<file path="src/rtl/sio_pkg.sv">
package sio_pkg;
  typedef enum logic [1:0] {
    ADR_DATA = 2'd0,
    ADR_CTRL = 2'd1,
    ADR_STAT = 2'd2,
    ADR_IEN  = 2'd3
  } sio_addr_e;

  localparam int CTL_TX_ON  = 0;
  localparam int CTL_RX_ON  = 1;
  localparam int CTL_TX_SEL = 3;

  localparam int ST_EMPTY = 0;
  localparam int ST_DONE  = 1;
  localparam int ST_FULL  = 2;
  localparam int ST_OVR   = 3;
  localparam int ST_TXREQ = 4;
  localparam int ST_RXREQ = 5;

  localparam int IEN_TX = 0;
  localparam int IEN_RX = 1;
endpackage

</file>
<file path="src/rtl/sio_tx_path.sv">
module sio_tx_path #(
  parameter int DATA_W = 8
) (
  input  logic              clk,
  input  logic              rst_n,
  input  logic              tx_on,
  input  logic              load,
  input  logic [DATA_W-1:0] load_data,
  input  logic              ser_edge,
  output logic              buf_empty,
  output logic              shift_done,
  output logic              sdo
);
  localparam int CNT_W = $clog2(DATA_W + 1);

  logic [DATA_W-1:0] hold_q;
  logic [DATA_W-1:0] sh_q;
  logic [CNT_W-1:0]  left_q;
  logic              busy_q;
  logic              on_q;

  always_ff @(posedge clk) begin
    if (!rst_n) begin
      hold_q     <= '0;
      sh_q       <= '0;
      left_q     <= '0;
      busy_q     <= 1'b0;
      on_q       <= 1'b0;
      buf_empty  <= 1'b0;
      shift_done <= 1'b0;
    end else begin
      on_q <= tx_on;
      if (!tx_on) begin
        buf_empty  <= 1'b0;
        shift_done <= 1'b0;
        busy_q     <= 1'b0;
        left_q     <= '0;
      end else if (!on_q) begin
        buf_empty  <= 1'b1;
        shift_done <= 1'b1;
      end else begin
        if (busy_q) begin
          if (ser_edge) begin
            sh_q   <= {1'b1, sh_q[DATA_W-1:1]};
            left_q <= left_q - 1'b1;
            if (left_q == CNT_W'(1)) begin
              busy_q     <= 1'b0;
              shift_done <= 1'b1;
            end
          end
        end else if (!buf_empty) begin
          sh_q       <= hold_q;
          left_q     <= CNT_W'(DATA_W);
          busy_q     <= 1'b1;
          shift_done <= 1'b0;
          buf_empty  <= 1'b1;
        end
        if (load) begin
          hold_q    <= load_data;
          buf_empty <= 1'b0;
        end
      end
    end
  end

  assign sdo = busy_q ? sh_q[0] : 1'b1;

  a_r2_enable_sets_flags: assert property (@(posedge clk) disable iff (!rst_n)
    $rose(tx_on) |=> (buf_empty && shift_done));

  a_r5_done_after_last_edge: assert property (@(posedge clk) disable iff (!rst_n)
    (busy_q && ser_edge && left_q == CNT_W'(1) && tx_on && on_q) |=> shift_done);

  a_r10_waits_while_busy: assert property (@(posedge clk) disable iff (!rst_n)
    (busy_q && !buf_empty && tx_on) |=> !buf_empty);

  a_r3_count_in_range: assert property (@(posedge clk) disable iff (!rst_n)
    left_q <= CNT_W'(DATA_W));
endmodule

</file>
<file path="src/rtl/sio_rx_path.sv">
module sio_rx_path #(
  parameter int DATA_W = 8
) (
  input  logic              clk,
  input  logic              rst_n,
  input  logic              rx_on,
  input  logic              sdi,
  input  logic              ser_edge,
  input  logic              pop,
  input  logic              ovr_clr,
  output logic [DATA_W-1:0] rx_data,
  output logic              rx_full,
  output logic              overrun,
  output logic              word_done
);
  localparam int CNT_W = $clog2(DATA_W);

  logic [DATA_W-2:0] sh_q;
  logic [CNT_W-1:0]  got_q;
  logic [DATA_W-1:0] next_w;

  assign next_w    = {sdi, sh_q};
  assign word_done = rx_on && ser_edge && (got_q == CNT_W'(DATA_W - 1));

  always_ff @(posedge clk) begin
    if (!rst_n) begin
      sh_q    <= '0;
      got_q   <= '0;
      rx_data <= '0;
      rx_full <= 1'b0;
      overrun <= 1'b0;
    end else begin
      if (!rx_on) begin
        got_q <= '0;
      end else if (ser_edge) begin
        sh_q  <= next_w[DATA_W-1:1];
        got_q <= word_done ? '0 : got_q + 1'b1;
      end
      if (ovr_clr) overrun <= 1'b0;
      if (word_done) begin
        if (rx_full && !pop) begin
          overrun <= 1'b1;
        end else begin
          rx_data <= next_w;
        end
        rx_full <= 1'b1;
      end else if (pop) begin
        rx_full <= 1'b0;
      end
    end
  end

  a_r8_keep_old_word: assert property (@(posedge clk) disable iff (!rst_n)
    (word_done && rx_full && !pop) |=> ($stable(rx_data) && overrun));

  a_r7_pop_clears_full: assert property (@(posedge clk) disable iff (!rst_n)
    (pop && !word_done) |=> !rx_full);

  a_r6_word_fills_buffer: assert property (@(posedge clk) disable iff (!rst_n)
    word_done |=> rx_full);
endmodule

</file>
<file path="src/rtl/sio_req_latch.sv">
module sio_req_latch (
  input  logic clk,
  input  logic rst_n,
  input  logic sel_done,
  input  logic buf_empty,
  input  logic shift_done,
  input  logic rx_word,
  input  logic clr_tx,
  input  logic clr_rx,
  input  logic ien_tx,
  input  logic ien_rx,
  output logic tx_req,
  output logic rx_req,
  output logic irq_tx,
  output logic irq_rx
);
  logic empty_q;
  logic done_q;
  logic tx_evt;

  assign tx_evt = sel_done ? (shift_done && !done_q) : (buf_empty && !empty_q);

  always_ff @(posedge clk) begin
    if (!rst_n) begin
      empty_q <= 1'b0;
      done_q  <= 1'b0;
      tx_req  <= 1'b0;
      rx_req  <= 1'b0;
    end else begin
      empty_q <= buf_empty;
      done_q  <= shift_done;
      if (tx_evt)      tx_req <= 1'b1;
      else if (clr_tx) tx_req <= 1'b0;
      if (rx_word)     rx_req <= 1'b1;
      else if (clr_rx) rx_req <= 1'b0;
    end
  end

  assign irq_tx = tx_req && ien_tx;
  assign irq_rx = rx_req && ien_rx;

  a_r9_tx_clear: assert property (@(posedge clk) disable iff (!rst_n)
    (clr_tx && !tx_evt) |=> !tx_req);

  a_r9_rx_clear: assert property (@(posedge clk) disable iff (!rst_n)
    (clr_rx && !rx_word) |=> !rx_req);

  a_r4_empty_source: assert property (@(posedge clk) disable iff (!rst_n)
    (!sel_done && $rose(buf_empty)) |=> tx_req);

  a_r5_done_source: assert property (@(posedge clk) disable iff (!rst_n)
    (sel_done && $rose(shift_done)) |=> tx_req);
endmodule

</file>
<file path="src/rtl/sio_dbuf_port.sv">
module sio_dbuf_port #(
  parameter int DATA_W = 8
) (
  input  logic       clk,
  input  logic       rst_n,
  input  logic       reg_wr,
  input  logic       reg_rd,
  input  logic [1:0] reg_addr,
  input  logic [7:0] reg_wdata,
  output logic [7:0] reg_rdata,
  input  logic       ser_clk,
  input  logic       ser_din,
  output logic       ser_dout,
  output logic       irq_tx,
  output logic       irq_rx
);
  import sio_pkg::*;

  sio_addr_e         adr;
  logic [7:0]        ctrl_q;
  logic [7:0]        ien_q;
  logic              sclk_q;
  logic              ser_edge;
  logic              buf_empty;
  logic              shift_done;
  logic [DATA_W-1:0] rx_data;
  logic              rx_full;
  logic              overrun;
  logic              word_done;
  logic              tx_req;
  logic              rx_req;
  logic              wr_data;
  logic              wr_stat;
  logic              pop;
  logic [7:0]        status;

  assign adr      = sio_addr_e'(reg_addr);
  assign wr_data  = reg_wr && (adr == ADR_DATA);
  assign wr_stat  = reg_wr && (adr == ADR_STAT);
  assign pop      = reg_rd && (adr == ADR_DATA);
  assign ser_edge = ser_clk && !sclk_q;

  always_ff @(posedge clk) begin
    if (!rst_n) begin
      ctrl_q <= '0;
      ien_q  <= '0;
      sclk_q <= 1'b0;
    end else begin
      sclk_q <= ser_clk;
      if (reg_wr && adr == ADR_CTRL) ctrl_q <= reg_wdata;
      if (reg_wr && adr == ADR_IEN)  ien_q  <= reg_wdata;
    end
  end

  sio_tx_path #(.DATA_W(DATA_W)) u_tx (
    .clk       (clk),
    .rst_n     (rst_n),
    .tx_on     (ctrl_q[CTL_TX_ON]),
    .load      (wr_data),
    .load_data (reg_wdata[DATA_W-1:0]),
    .ser_edge  (ser_edge),
    .buf_empty (buf_empty),
    .shift_done(shift_done),
    .sdo       (ser_dout)
  );

  sio_rx_path #(.DATA_W(DATA_W)) u_rx (
    .clk      (clk),
    .rst_n    (rst_n),
    .rx_on    (ctrl_q[CTL_RX_ON]),
    .sdi      (ser_din),
    .ser_edge (ser_edge),
    .pop      (pop),
    .ovr_clr  (wr_stat && reg_wdata[ST_OVR]),
    .rx_data  (rx_data),
    .rx_full  (rx_full),
    .overrun  (overrun),
    .word_done(word_done)
  );

  sio_req_latch u_req (
    .clk       (clk),
    .rst_n     (rst_n),
    .sel_done  (ctrl_q[CTL_TX_SEL]),
    .buf_empty (buf_empty),
    .shift_done(shift_done),
    .rx_word   (word_done),
    .clr_tx    (wr_stat && reg_wdata[ST_TXREQ]),
    .clr_rx    (wr_stat && reg_wdata[ST_RXREQ]),
    .ien_tx    (ien_q[IEN_TX]),
    .ien_rx    (ien_q[IEN_RX]),
    .tx_req    (tx_req),
    .rx_req    (rx_req),
    .irq_tx    (irq_tx),
    .irq_rx    (irq_rx)
  );

  always_comb begin
    status           = '0;
    status[ST_EMPTY] = buf_empty;
    status[ST_DONE]  = shift_done;
    status[ST_FULL]  = rx_full;
    status[ST_OVR]   = overrun;
    status[ST_TXREQ] = tx_req;
    status[ST_RXREQ] = rx_req;
  end

  always_comb begin
    reg_rdata = '0;
    unique case (adr)
      ADR_DATA: reg_rdata[DATA_W-1:0] = rx_data;
      ADR_CTRL: reg_rdata = ctrl_q;
      ADR_STAT: reg_rdata = status;
      ADR_IEN:  reg_rdata = ien_q;
      default:  reg_rdata = '0;
    endcase
  end

  a_r1_idle_line_off: assert property (@(posedge clk) disable iff (!rst_n)
    (!ctrl_q[CTL_TX_ON] && !$past(ctrl_q[CTL_TX_ON])) |=> ser_dout);

  a_r9_irq_needs_enable: assert property (@(posedge clk) disable iff (!rst_n)
    (irq_tx |-> ien_q[IEN_TX]) and (irq_rx |-> ien_q[IEN_RX]));
endmodule

</file>
<file path="config.mk">
export PLATFORM = sky130hd
export DESIGN_NAME = sio_dbuf_port
export DESIGN_NICKNAME = d
export VERILOG_FILES = /design/src/rtl/sio_pkg.sv /design/src/rtl/sio_tx_path.sv /design/src/rtl/sio_rx_path.sv /design/src/rtl/sio_req_latch.sv /design/src/rtl/sio_dbuf_port.sv
export SDC_FILE = /design/constraint.sdc
export NUM_CORES = 1
export LEC_CHECK = 0
export BUFFER_PORTS_ARGS = -buffer_cell sky130_fd_sc_hd__buf_2
export CORE_UTILIZATION = 45
export DETAILED_ROUTE_END_ITERATION = 7
export GPL_ROUTABILITY_DRIVEN = 0
export PLACE_DENSITY = 0.66
export SYNTH_ARGS = -nofsm -noshare
export SYNTH_HDL_FRONTEND = slang
export SYNTH_SLANG_ARGS = --single-unit
</file>
<file path="constraint.sdc">
create_clock -name clk -period 1.34 [get_ports clk]
set_input_delay 0.268 -clock clk [delete_from_list [all_inputs] [get_ports clk]]
set_output_delay 0.268 -clock clk [all_outputs]
set_load 0.05 [all_outputs]
</file>
======== After elaboration in Yosys (flattened, before gate mapping) ========
Cells that the tools add are included.
W data, S select, Z words.
operators by class
  bitwise operators ....................... 1
  multiplexer cells ....................... 31
  eq/ne operators ......................... 11
  $add $sub $neg .......................... 2
  reductions and logical operators ........ 32
operators by type and width
  operator               count
  $pmux W8 S4            1
  $mux W8                3
  $mux W1                23
  $logic_and A1 B1 Y1    16
  $mux W4                3
  $reduce_and A3 Y1      3
  $reduce_and A2 Y1      4
  $ne A3 B2 Y1 const B   2
  $ne A3 B3 Y1 const B   2
  $reduce_bool A2 Y1     3
  $eq A2 B2 Y1 const B   2
  $eq A4 B1 Y1 const B   1
  $logic_not A1 Y1       4
  $reduce_and A4 Y1      1
  $sub A4 B1 Y4 const B  1
  $add A3 B1 Y3 const B  1
  $eq A3 B3 Y1 const B   1
  $mux W3                1
  $eq A2 B1 Y1 const B   1
  $logic_not A2 Y1       1
  $ne A2 B1 Y1 const B   1
  $ne A2 B2 Y1 const B   1
  $not A1 Y1             1
word-level totals
  input bits .............................. 16
  output and inout bits ................... 11
  register bits ........................... 65

======== Depth between registers and ports, before layout ========
  word-level depth ........................ 6
  mapped depth ............................ 6
  gate-level depth less buffers ........... 5

======== Modules after synthesis ========
Synthesis repeated with hierarchy kept, for this count alone.
second synthesis, totals
  cell total of the unflattened synthesis .. 305
  area, all modules ....................... 2,981.6 µm²
modules (own cells, without submodules)
  module         instances  cells an instance  area each (µm²)
  sio_tx_path    1          111                1,081.0
  sio_dbuf_port  1          87                 910.9
  sio_rx_path    1          93                 833.3
  sio_req_latch  1          14                 156.4

======== Worst setup path before layout ========
Ideal clock, no wire load.
  path type ............................... input port to output port
  start ................................... input reg_addr[0]
  end ..................................... output reg_rdata[0]
  arrival time ............................ 1.263 ns
  path slack .............................. -0.191 ns
  stages on the path ...................... 3
  cells stage by stage .................... buf_6 buf_2 mux4_2
between the ends
  cells in the longest elaborated chain, start to end .. 2
RTL lines
  what                                        RTL line              text
  start, declared                             sio_dbuf_port.sv:8    input logic [1:0] reg_addr,
  $eq A2 B2 Y1, or another cell as far along  sio_dbuf_port.sv:110  unique case (adr)
  $pmux W8 S4 (*)                             sio_dbuf_port.sv:110
  end, declared                               sio_dbuf_port.sv:10   output logic [7:0] reg_rdata,
Every way passes the cells marked *; elsewhere a longest branch is shown, timed or not.

======== Worst setup path in the final report ========
  start ................................... register ien_q[1]
  end ..................................... output reg_rdata[1]
between the ends
  cells in the longest elaborated chain, start to end .. 1
RTL lines
  what                    RTL line              text
  start, declared         sio_dbuf_port.sv:21   logic [7:0] ien_q;
  start signal, assigned  sio_dbuf_port.sv:51   if (reg_wr && adr == ADR_IEN) ien_q <= reg_wdata;
  $pmux W8 S4             sio_dbuf_port.sv:110
No other way between the ends.

==> out/metrics.yaml <==
setup_path:
  worst-path-max-fanout: 3
  cp.arrival_ns: 1.35
  path_class: "flop to output pin"
  crit_required_ns: 1.07
  start_kind: "flop"
  end_kind: "output pin"
power_and_ir_drop:
  finalPower_mw: 3.876
  p_int_mw: 2.986
  p_sw_share_pct: 22.97
  switchingPower_mw: 0.8904
  seq_power_share_pct: 50.7
  power_density_nw_per_um2: 1048
  p_clk_share_pct: 42.1
  ir_drop_uv: 829.9
  comb_power_share_pct: 7.2
  p_leak_nw: 1.469
run_status:
  outcome: "complete, but fails checks"
  violations: "negative setup slack"
clocking:
  cts_buffer_depth: 2
  cts_tree: "yes"
  root_buffer: "clkbuf_8"
  clkTransAtPathRegs_ns: 0.06
  cts_buffers: 9
  ctsHoldBuffers: 0
  clock-sinks: 65
  clock_latency_ns: 0.34
  h-tree-depth: 3
grt:
  antenna_found_initial: 0
  grt_pass1_wl_um: 10940
  grt_use_total_pct: 20.26
  grt_max_degree: 43
  gr-total-overflow: 0
  grt_pass1_vias: 2280
sta:
  hold_viol: 0
  final.setup.worst_slack_ns: -0.2751
  fmax_mhz: 619.2
  worst_slew_pin_slew_ns: 0.2880
  hold_ws_ns: 0.1988
  drv_slew: 0
  setup_viol: 17
  rsz0062_at_grt: "true"
  min_period_ns: 1.615
  post-route-period-util_pct: 120.5
  slew_headroom_pct: 80.74
  finalClockSkew_ns: 0.005783
drt:
  drc: 0
  via_per_inst: 5.346
  met3_length_um: 266
  dr_total_vias: 2315
  dr_wl_met2_um: 2991
  wl_per_cell_um: 14.85
  met1_length_um: 3107
  top_layer: "met4"
  antenna_left: 0
  routed_wl_um: 6430
  firstDrtPassIters: 4
  drt_iter0_drc: 80
logic_synthesis:
  ys_seq_elements: 65
  avgSynthCellArea_um2: 9.793
  async_flop_share_pct: 0
  syn_inst: 300
  ys_types: 40
  netlist_area_um2: 2938
  yosysTopAreaCell: "dfxtp_1"
  synth_commonest_cells: "65 x dfxtp_1, 36 x nand2_1, 34 x mux2i_1"
  synth-edff-count: 0
  synth_ff_type: "dfxtp_1"
  yosysMostFrequentCell: "dfxtp_1"
  yosysWarnings: 0
  syn_nets: 320
  yosys-top-cells-area: "dfxtp_1 44%, mux2i_1 12%, nand2_1 4.6%"
  synth_top_area_share_pct: 44.29
  yosysSeqAreaShare_pct: 44.29
placement:
  port_buffers: 26
  place_hpwl_um: 4498
  post-place-cells: 410
  pre_cts_ws_ns: -0.2372
floorplanning:
  start_util_pct: 46.53
  fp.dieH_um: 82.80
  core_um2: 6314
  num_rows: 29
  dieArea_um2: 6856
  ios: 27
  die_w_um: 82.80
flow_run:
  cap_violations: 0
worst_hold_path:
  hp-class: "input pin to flop"
layout:
  nFillCells: 559
  nNetsFinal: 371
  post-route-util_pct: 58.56
  syn2layout_area_growth_pct: 25.85
  drive_above_1_share_pct: 32.02
  fin_cells: 433
  antenna-diode-count: 0
## sequential cells by signal (all words and copies together), names as in the netlist, 3 cells and up
signal	cells
u_rx.sh_q	7
u_rx.got_q	3
u_rx.rx_data	8
u_tx.hold_q	8
u_tx.sh_q	8
ien_q	8
u_tx.left_q	4
ctrl_q	8
## repair_timing
item	in CTS	in global routing
pin swaps	1	5
resized for setup	33	15
setup endpoints to repair	21	34
setup buffers	7	2
## layout by cell type (no fill, tap or decap), drive strengths merged, types with 2 or more instances in the layout
master,count
a21boi,19
a21oi,6
a22o,2
a31oi,2
and2,6
buf,59
clkbuf,13
clkinv,2
dfxtp,65
ha,4
inv,10
mux2,2
mux2i,34
mux4,6
nand2,36
nand3,19
nand3b,3
nand4b,2
nor2,8
nor2b,18
o21ai,13
o221a,7
or3,3
or3b,4
## critical path: stages (launching register included)
cell     delay, ns
dfxtp_2       0.34
mux4_2        0.50
buf_8         0.17
## stage by stage
step	setup TNS [ns]	instance area [um2]
global placement	-4.195	3326
finish	-2.476	3697
floorplan	-0.4117	2990
detailed placement	-4.739	3326
global route	-3.686	3697
CTS	-2.625	3657
## routing by layer
| layer | global-route usage, % | up-vias |
|---|---|---|
| met3 | 6.362 | 9 |
| met4 | 6.270 | 0 |
| met2 | 32.49 | 38 |
| li1 | - | 1164 |
| met5 | 0 | - |
| met1 | 26.08 | 1104 |
## cell type report
cell class	count	area, um2	share of cell area, %
Clock buffer	13	148.9	4.027
Clock inverter	3	40.04	1.083
Inverter	10	37.54	1.015
Multi-Input combinational cell	206	1564	42.30
Sequential cell	65	1324	35.80
Tap cell	77	96.34	2.606
Timing Repair Buffer	59	486.7	13.16
## power by group through the flow
| stage | combinational, mW | sequential, mW | clock, mW |
|---|---|---|---|
| floorplan | 0.175 | 2.01 | 0 |
| global placement | 0.261 | 2.01 | 0 |
| detailed placement | 0.263 | 2.01 | 0 |
| CTS | 0.276 | 1.97 | 1.67 |
| global route | 0.303 | 1.97 | 1.75 |
| finish | 0.279 | 1.97 | 1.63 |
## logic make-up (layout without fill, tap and decap cells)
kind of cell | count (synthesis) | in the layout | synth area share [%]
flops | 65 | 65 | 44.29
fa+ha+maj | 4 | 4 | 1.704
mux | 42 | 42 | 16.95
simple gates | 106 | 106 | 19.08
buf+inv | 29 | 85 | 4.301
compound gates | 54 | 54 | 13.67
## path summary, 6_finish.rpt
kind | startpoint | to | slack [ns] | depth (start not counted)
worst min-delay path | ser_din | u_rx.rx_data[7] | 0.20 | 3
worst max-delay path | ien_q[1] | reg_rdata[1] | -0.28 | 2
worst max register to register | u_rx.got_q[1] | u_rx.rx_data[6] | -0.09 | 6
worst min register to register | u_rx.rx_data[1] | u_rx.rx_data[1] | 0.46 | 2
No activity file was read; power rests on OpenSTA's default activity.
